<file path="src/rtl/wdsup_pkg.sv">
package wdsup_pkg;

  localparam int Q_W = 4;

  // expected answer byte for index k of question q
  function automatic logic [7:0] qa_expect(input logic [Q_W-1:0] q, input logic [1:0] k);
    logic [Q_W-1:0] kx;
    kx = {2'b00, k};
    return {q ^ kx, (~q) ^ kx};
  endfunction

  // one step of x^4 + x^3 + 1
  function automatic logic [Q_W-1:0] q_step(input logic [Q_W-1:0] q);
    return {q[2:0], q[3] ^ q[2]};
  endfunction

endpackage

</file>
<file path="src/rtl/wdsup_window.sv">
module wdsup_window #(
  parameter int WIN_W = 8
) (
  input  logic             clk,
  input  logic             rst_n,
  input  logic             restart,
  input  logic [WIN_W-1:0] win1_len,
  input  logic [WIN_W-1:0] win2_len,
  output logic             win_open,
  output logic             timeout
);
  logic [WIN_W-1:0] cnt_q;
  logic [WIN_W:0]   cnt_inc;
  logic             open_q;
  logic             end_closed;
  logic             end_open;

  assign cnt_inc    = {1'b0, cnt_q} + (WIN_W+1)'(1);
  assign end_closed = !open_q && (cnt_inc >= {1'b0, win1_len});
  assign end_open   =  open_q && (cnt_inc >= {1'b0, win2_len});
  assign timeout    = end_open;
  assign win_open   = open_q;

  always_ff @(posedge clk) begin
    if (!rst_n) begin
      open_q <= 1'b0;
      cnt_q  <= '0;
    end else if (restart) begin
      open_q <= 1'b0;
      cnt_q  <= '0;
    end else if (end_closed) begin
      open_q <= 1'b1;
      cnt_q  <= '0;
    end else begin
      cnt_q  <= cnt_inc[WIN_W-1:0];
    end
  end
endmodule

</file>
<file path="src/rtl/wdsup_trig.sv">
module wdsup_trig (
  input  logic clk,
  input  logic rst_n,
  input  logic enable,
  input  logic trig_in,
  input  logic win_open,
  output logic good,
  output logic bad
);
  logic trig_q;
  logic rise;

  assign rise = trig_in && !trig_q;
  assign good = enable && rise && win_open;
  assign bad  = enable && rise && !win_open;

  always_ff @(posedge clk) begin
    if (!rst_n) trig_q <= 1'b1;
    else        trig_q <= trig_in;
  end
endmodule

</file>
<file path="src/rtl/wdsup_qa.sv">
module wdsup_qa
  import wdsup_pkg::*;
#(
  parameter logic [Q_W-1:0] Q_SEED = 4'h1
) (
  input  logic           clk,
  input  logic           rst_n,
  input  logic           enable,
  input  logic           ans_valid,
  input  logic [7:0]     ans_data,
  input  logic           win_open,
  input  logic           seq_end,
  output logic [Q_W-1:0] question,
  output logic           good,
  output logic           bad
);
  logic [1:0]     idx_q;
  logic [Q_W-1:0] q_q;
  logic           take;
  logic           hit;
  logic           last;

  assign take     = enable && ans_valid;
  assign hit      = (ans_data == qa_expect(q_q, idx_q));
  assign last     = (idx_q == 2'd0);
  assign good     = take && hit && last && win_open;
  assign bad      = take && (!hit || (last && !win_open));
  assign question = q_q;

  always_ff @(posedge clk) begin
    if (!rst_n) begin
      idx_q <= 2'd3;
      q_q   <= Q_SEED;
    end else begin
      if (seq_end)          idx_q <= 2'd3;
      else if (take && hit) idx_q <= idx_q - 2'd1;
      if (good)             q_q   <= q_step(q_q);
    end
  end
endmodule

</file>
<file path="src/rtl/wdsup_fail.sv">
module wdsup_fail #(
  parameter int CNT_W     = 3,
  parameter int FAIL_INIT = 5,
  parameter int DRV_LIMIT = 5,
  parameter int RST_LEN   = 4
) (
  input  logic             clk,
  input  logic             rst_n,
  input  logic             good,
  input  logic             bad,
  input  logic             drv_req,
  input  logic             rst_en,
  output logic [CNT_W-1:0] fail_cnt,
  output logic             drv_en,
  output logic             rst_req_n
);
  localparam logic [CNT_W-1:0] CMAX  = '1;
  localparam int               RST_W = $clog2(RST_LEN + 1);

  logic [CNT_W-1:0] fail_q;
  logic [CNT_W-1:0] fail_nxt;
  logic             ovf;
  logic [RST_W-1:0] rcnt_q;
  logic             drv_q;

  always_comb begin
    fail_nxt = fail_q;
    ovf      = 1'b0;
    if (good) begin
      if (fail_q != '0) fail_nxt = fail_q - CNT_W'(1);
    end else if (bad) begin
      if (fail_q != CMAX) fail_nxt = fail_q + CNT_W'(1);
      else                ovf      = rst_en;
    end
  end

  always_ff @(posedge clk) begin
    if (!rst_n) begin
      fail_q <= CNT_W'(FAIL_INIT);
      drv_q  <= 1'b0;
      rcnt_q <= '0;
    end else begin
      fail_q <= fail_nxt;
      drv_q  <= drv_req && (fail_nxt < CNT_W'(DRV_LIMIT));
      if (ovf)               rcnt_q <= RST_W'(RST_LEN);
      else if (rcnt_q != '0) rcnt_q <= rcnt_q - RST_W'(1);
    end
  end

  assign fail_cnt  = fail_q;
  assign drv_en    = drv_q;
  assign rst_req_n = (rcnt_q == '0);
endmodule

</file>
<file path="src/rtl/wdog_supervisor.sv">
module wdog_supervisor
  import wdsup_pkg::*;
#(
  parameter int              WIN_W     = 8,
  parameter int              CNT_W     = 3,
  parameter int              FAIL_INIT = 5,
  parameter int              DRV_LIMIT = 5,
  parameter int              RST_LEN   = 4,
  parameter logic [Q_W-1:0]  Q_SEED    = 4'h1
) (
  input  logic             clk,
  input  logic             rst_n,
  input  logic             qa_mode,
  input  logic             trig_in,
  input  logic             ans_valid,
  input  logic [7:0]       ans_data,
  output logic             ans_ready,
  input  logic             drv_req,
  input  logic             rst_en,
  input  logic [WIN_W-1:0] win1_len,
  input  logic [WIN_W-1:0] win2_len,
  output logic [Q_W-1:0]   question,
  output logic [CNT_W-1:0] fail_cnt,
  output logic             drv_en,
  output logic             rst_req_n
);
  logic win_open, timeout;
  logic t_good, t_bad, a_good, a_bad;
  logic ev_good, ev_bad;

  assign ev_good   = t_good || a_good;
  assign ev_bad    = t_bad || a_bad || (timeout && !ev_good);
  assign ans_ready = 1'b1;

  wdsup_window #(.WIN_W(WIN_W)) u_win (
    .clk(clk), .rst_n(rst_n), .restart(ev_good || ev_bad),
    .win1_len(win1_len), .win2_len(win2_len),
    .win_open(win_open), .timeout(timeout)
  );

  wdsup_trig u_trig (
    .clk(clk), .rst_n(rst_n), .enable(!qa_mode), .trig_in(trig_in),
    .win_open(win_open), .good(t_good), .bad(t_bad)
  );

  wdsup_qa #(.Q_SEED(Q_SEED)) u_qa (
    .clk(clk), .rst_n(rst_n), .enable(qa_mode), .ans_valid(ans_valid),
    .ans_data(ans_data), .win_open(win_open), .seq_end(ev_good || ev_bad),
    .question(question), .good(a_good), .bad(a_bad)
  );

  wdsup_fail #(
    .CNT_W(CNT_W), .FAIL_INIT(FAIL_INIT), .DRV_LIMIT(DRV_LIMIT), .RST_LEN(RST_LEN)
  ) u_fail (
    .clk(clk), .rst_n(rst_n), .good(ev_good), .bad(ev_bad),
    .drv_req(drv_req), .rst_en(rst_en),
    .fail_cnt(fail_cnt), .drv_en(drv_en), .rst_req_n(rst_req_n)
  );
endmodule

</file>
<file path="config.mk">
export PLATFORM = sky130hd
export DESIGN_NAME = wdog_supervisor
export DESIGN_NICKNAME = d
export VERILOG_FILES = /design/src/rtl/wdsup_pkg.sv /design/src/rtl/wdsup_window.sv /design/src/rtl/wdsup_trig.sv /design/src/rtl/wdsup_qa.sv /design/src/rtl/wdsup_fail.sv /design/src/rtl/wdog_supervisor.sv
export SDC_FILE = /design/constraint.sdc
export NUM_CORES = 1
export LEC_CHECK = 0
export CORE_UTILIZATION = 42
export CTS_BUF_LIST = sky130_fd_sc_hd__clkbuf_16
export CTS_CLUSTER_SIZE = 14
export DETAILED_ROUTE_END_ITERATION = 12
export DONT_BUFFER_PORTS = 1
export PLACE_DENSITY = 0.63
export SKIP_LAST_GASP = 1
export SYNTH_ARGS = -nofsm -noshare
export SYNTH_HDL_FRONTEND = slang
export SYNTH_HIERARCHICAL = 1
export SYNTH_SLANG_ARGS = --single-unit
export TNS_END_PERCENT = 10
</file>
<file path="constraint.sdc">
create_clock -name clk -period 6.6 [get_ports clk]
set_clock_uncertainty 0.15 [all_clocks]
set_input_delay 1.32 -clock clk [delete_from_list [all_inputs] [get_ports clk]]
set_output_delay 1.32 -clock clk [all_outputs]
set_load 0.01 [all_outputs]
</file>
After elaboration in Yosys (flattened, before gate mapping) --
Cells that the tools add are included.
Storage, ports and cells: word-level logic and storage cells 65, register bits after elaboration 23, output and inout port bits 10, input port bits 31
Operators by class: add/sub/neg operators 5, order comparisons 3, muxes and demuxes 9, bitwise logic cells 5, reduce and logical (&&, ||, !) cells 32, equal/unequal tests 2
Operators by type and width (number):
- 9-bit by 8-bit greater-or-equal comparator with 1-bit output | 2
- 3-bit 2-to-1 mux | 6
- 1-bit logical AND | 14
- 8-bit by 1-bit adder with 9-bit output (second input constant) | 1
- 8-bit == test | 1
- 4-bit by 2-bit XOR with 4-bit output | 2
- 3-bit nonzero test | 2
- 3-bit by 1-bit subtractor with 3-bit output (second input constant) | 2
- 1-bit logical NOT | 5
- 1-bit logical OR | 5
- 4-bit inverter | 1
- 2-bit OR reduction | 2
- 3-bit by 1-bit adder with 3-bit output (second input constant) | 1
- 3-bit logical NOT | 1
- 3-bit < comparator (second input constant) | 1
- 1-bit 2-to-1 mux | 3
- 3-bit inequality test (second input constant) | 1
- 3-bit OR reduction | 1
- 2-bit logical NOT | 1
- 2-bit nonzero test | 1
- 2-bit by 1-bit subtractor with 2-bit output (second input constant) | 1
- 1-bit inverter | 1
- 1-bit XOR | 1

Logic depth before layout (Yosys ltp) --
word-level depth 14, depth in mapped cells 14, mapped depth without buffers 14

Modules after synthesis --
The synthesis kept the hierarchy.
Modules (own cells, without submodules):
- wdsup_window | seq. area each 180.2 µm², area an instance 785.8 µm², cells an instance 91, instances 1
- wdsup_qa | seq. area each 120.1 µm², area an instance 454.2 µm², cells an instance 49, instances 1
- wdsup_fail | seq. area each 140.1 µm², area an instance 409.1 µm², cells an instance 48, instances 1
- wdog_supervisor | seq. area each 0.0 µm², area an instance 60.1 µm², cells an instance 8, instances 1
- wdsup_trig | seq. area each 20.0 µm², area an instance 50.0 µm², cells an instance 4, instances 1

Worst setup path after synthesis --
OpenSTA, ideal clock, no wires.
path type input -> register, start input port win2_len[0], end register u_fail.drv_q, in the netlist u_fail/drv_en, required time 6.376 ns, arrival 3.470 ns, path slack 2.906 ns, cell stages on the path 12, library setup time 0.074 ns, buffers on the path 0, cells stage by stage ha_1 nand2b_1 a21o_1 a2111oi_4 nor3_1 o221a_1 inv_1 o21ai_2 nor2b_1 a22o_1 or3_1 a31oi_1
Between the ends: word-level cells in the longest chain between the ends 8
RTL lines:
- from (decl) | line wdog_supervisor.sv:21 | input logic [WIN_W-1:0] win2_len,
- 9-bit by 8-bit greater-or-equal comparator with 1-bit output | line wdsup_window.sv:20 | assign end_open = open_q && (cnt_inc >= {1'b0, win2_len});
- 1-bit logical AND | line wdsup_window.sv:20
- net timeout | line wdog_supervisor.sv:27 | logic win_open, timeout;
- 1-bit logical AND | line wdog_supervisor.sv:32 | assign ev_bad = t_bad || a_bad || (timeout && !ev_good);
- 1-bit logical OR | line wdog_supervisor.sv:32
- net ev_bad | line wdog_supervisor.sv:29 | logic ev_good, ev_bad;
- 3-bit 2-to-1 mux | line wdsup_fail.sv:31 | end else if (bad) begin
- 3-bit 2-to-1 mux | line wdsup_fail.sv:29 | if (good) begin
- 3-bit < comparator | line wdsup_fail.sv:44 | drv_q <= drv_req && (fail_nxt < CNT_W'(DRV_LIMIT));
- 1-bit logical AND | line wdsup_fail.sv:44
- to (signal assigned) | line wdsup_fail.sv:44
- to (decl) | line wdsup_fail.sv:24 | logic drv_q;
The timed path passes the listed nets, and every way through them passes these cells. A chain may end at the register's enable or synchronous reset.

Final worst setup path --
Same ends and word-level chain as after synthesis.

==> results <==
- Synthesis produced a netlist whose cell count is 200.
- The number of buffers on the longest clock path is 2.
- The final route contains 1297 vias.
- The placeable core area is 0.00400 sq mm.
- The initial utilization of the core area, before any placement, comes to 0.440.
- The flow ran to the end, and the final reports show no timing, DRC or antenna violations.
- The number of cells traversed by the worst register-to-register path is 13.
- The peak ir drop on the vdd network is 0.0000798 V.
- Counting instances, the worst hold path has a depth of 2.
- The final-report hold violation count was 0.
- The post-CTS clock slew at the launch and capture registers of the worst setup and hold paths is 0.06 ns.
- The initial antenna violation count came to 0.
- After detailed routing, the met3 layer carries 153 um of wire.
- The fraction of power consumed by combinational cells is 0.223.
- Counting flops with an async set or reset pin after synthesis yields a share of 0.
- The via-per-instance ratio is slightly above 5.
- The relative contribution of the clock network to total power is 0.351.
- The critical path class is primary input to flop.
- The sum of negative setup slack is 0 ns.
- The number of global-route vias before repair is 1172.
- The root buffer cell is clkbuf_16.
- In the post-synthesis netlist, the cell with the most instances is inv_1.
- The biggest fanout along the worst timing path is 3.
- Buffers inserted during clock tree synthesis total 3.
- The floorplan step set the die width to 66.7 um.
- The maximum number of pins on one net before global-route repair is 16.
- The detailed-routing iteration count for the pre-antenna-repair pass is 4.
- The layout cell share with drive strength beyond 1 is 0.0985.
- For the pin with the worst max-slew slack, the measured transition is a little over 0.5 ns.
- On the final layout, the worst hold slack is 0.342 ns.
- For this run, the leading register cell type out of synthesis is dfxtp_1.
- The total I/O pin count is 41.
- The power density over the cells is just under 200 mW/mm^2.
- Headroom to the max-slew limit came out at 0.665.
- Routability-driven placement finished with a final weighted congestion of 0.743.
- The highest metal layer carrying signal wires in the routed design is met4.
- The number of routed nets with antenna violations is 0.
- Internal power comes to roughly 0.00027 W.
- In this run the cell area measured after placement is 0.00181 sq mm.
- At the end of the flow the core is filled with cells to 0.473.
- The commonest cells after synthesis are inv_1 (25), dfxtp_1 (23), ha_1 (23).
- The worst register-to-register path has a setup slack of around 3.4 ns.
- 0 antenna diodes ended up in the layout.
- The area enclosed by the die boundary is between 0.004 and 0.005 sq mm.
- The number of DRC markers in iteration 0 is 40.
- During synthesis, Yosys emitted a total of 6 warnings.
- The launch instance of the worst min-delay path is u_fail/rcnt_q[1].
- The data required time at the worst endpoint is 6.64 ns.
- The nature of the critical path endpoint is a flop.
- The sequential cell area fraction in the yosys report is 0.262.
- Compared with the post-synthesis result, the final layout area differs by 7.61%.
- The kind of launch point of the worst setup path is a primary input.
- The fraction of post-synthesis cell area in the top cell type by area is 0.262.
- The overall track demand over capacity in global routing is 0.149.
- The net count of the finished layout is 258.
- For this design the total switching power over the nets is 0.000104 W.
- The number of input and output port buffers inserted is 0.
- The min-delay analysis places its worst path in the category flop to flop.
- In the post-synthesis netlist, the biggest area contributors are dfxtp_1 (26%), ha_1 (16%), inv_1 (5.3%).
- Of the total power, the share spent switching nets is 0.278.
- The clock reaches the later pin of the worst-skew pair after between 0.2 and 0.3 ns.
- The CTS tree is built.
- For this design the static power due to leakage is 0.897 nW.
- The total setup buffers inserted after CTS is 0.
- The wire length of the first global-routing pass is 4960 um.
- The detailed-route wire length on metal 1 is between 1000 and 1500 um.
- When the netlist entered floorplanning its net count stood at ~250.
- The count of flip-flops with a built-in enable after synthesis is 0.
- The total DRC errors in the routed layout is 0.
- The post-synthesis instance area is 0.00176 sq mm.
- The hold buffer count at cts is 0.
- The worst path setup slack after routing is about 3.1 ns.
- The endpoint identified for the worst register-to-register timing path is u_fail/drv_en.
- CTS built an H-tree with a depth of 1.
- The synthesized design spends more area on one cell type than any other, namely dfxtp_1.
- The clock net sink count is 23.
- The number of library cell types mapped by synthesis is 49.
- After clock tree synthesis, the repair step resized 0 gates.
- The flip-flop and latch count after synthesis is 23.
- Setup repair after global routing left no endpoint under its margin.
- Timing would allow up to 282 MHz.
- The endpoint arrival time on the critical path is between 3 and 4 ns.
- The startpoint of the worst-slack reg-to-reg timing path is u_win/cnt_q[0].
- The layout filler cell count is 401.
- The cell area after layout is between 0.0015 and 0.002 sq mm.
- OpenSTA, run right after detailed placement, puts the worst setup slack at 2.77 ns.
- The max-capacitance violation count is 0.
- The vertical die dimension is 66.7 um.
- After layout, the minimum clock period comes to 3.54 ns.
- The share of total power dissipated in sequential elements is 0.426.
- The site row count is 23.
- After detailed routing, the average wire length per cell comes to 11.6 um.
- The setup violation total in the final timing report is 0.
- The worst min-delay path endpoint is u_fail/rcnt_q[1].
- The final period utilization is 0.537.
- The total count of max-transition violations in the final report is 0.
- The remaining global-route overflow is 0.
- Averaged over all synthesized cells, the footprint is 8.80 sq um.
- The placed wire-length estimate is around 2400 um.
- The sum of met2 wire segment lengths after detailed routing is 1270 um.
- For this block, the routed nets add up to about 2900 um of wire.
==> worst max-delay path, cell delays in order <==
cell       delay (ns)
ha_1             0.26
nand2b_1         0.14
a21o_1           0.20
a2111oi_4        0.33
nor3_1           0.09
o221a_1          0.23
inv_1            0.12
o21ai_2          0.08
nor2b_1          0.15
a22o_1           0.23
or3_1            0.31
a31oi_1          0.13
==> worst max-delay path by stage <==
| stage | startpoint | end | cells after the start |
|---|---|---|---|
| after floorplan | win2_len[0] | u_fail/drv_en | 12 |
| final | win2_len[0] | u_fail/drv_en | 12 |
| after global routing | win2_len[0] | u_fail/drv_en | 12 |
| after CTS | win2_len[0] | u_fail/drv_en | 12 |
| after detailed placement | win2_len[0] | u_fail/drv_en | 12 |
| after global placement | win2_len[0] | u_fail/drv_en | 12 |
==> power groups by stage <==
stage / Combinational, W / Sequential [W] / Clock (W)
3_3_place_gp: 0.0000821 / 0.000162 / 0
3_5_place_dp: 0.0000839 / 0.000162 / 0
6_report: 0.0000832 / 0.000159 / 0.000131
5_1_grt: 0.0000953 / 0.000162 / 0.000141
4_1_cts: 0.0000848 / 0.000159 / 0.000136
2_1_floorplan: 0.0000717 / 0.000161 / 0
==> sequential cells by signal (all words and copies together), names as in the netlist <==
signal and cells:
u_fail/fail_cnt 3, u_win/win_open 1, u_qa/idx_q 2, u_fail/drv_en 1, u_fail/rcnt_q 3, u_qa/question 4
u_win/cnt_q 8, u_trig/trig_q 1
==> cell usage in the layout, fill, tap and decap left out, types with 5 or more instances in the layout <==
cell,n
inv_1,26
dfxtp_1,23
ha_1,23
nor3_1,5
xnor2_1,5
a21oi_1,5
mux2i_1,6
nor2_1,14
nor2b_1,14
nand2b_1,9
nand2_1,17
==> layer usage <==
| layer | vias to the layer above | track usage |
|---|---|---|
| li1 | 689 | - |
| met1 | 575 | 0.195 |
| met2 | 28 | 0.227 |
| met3 | 5 | 0.0377 |
| met4 | 0 | 0.0638 |
| met5 | - | 0 |
==> cells by family after synthesis <==
group                      count (synthesis)  synth area share
and+or+nand+nor                           84             0.289
adders and majority gates                 23             0.164
DFF                                       23             0.262
AOI/OAI and AO/OA                         23             0.105
xor gates and xnor gates                  11            0.0633
buffers and inverters                     26            0.0576
other                                      1           0.00213
muxes                                      9            0.0583
==> through the flow <==
| step | std cells | total power, W |
|---|---|---|
| 2_1_floorplan | 200 | 0.000232 |
| 3_5_place_dp | 249 | 0.000246 |
| 6_report | 253 | 0.000374 |
| 3_3_place_gp | 249 | 0.000245 |
| 5_1_grt | 253 | 0.000398 |
| 4_1_cts | 253 | 0.000381 |
==> layout make-up <==
cell class | instances | area (sq um) | area share
clock buffer | 3 | 75.1 | 0.0397
multi-input combinational | 151 | 1200 | 0.633
clock inverter | 1 | 3.75 | 0.00198
tap | 50 | 62.6 | 0.0330
inverter | 25 | 93.8 | 0.0496
sequential | 23 | 460 | 0.243
(Power assumes the default switching activity.)
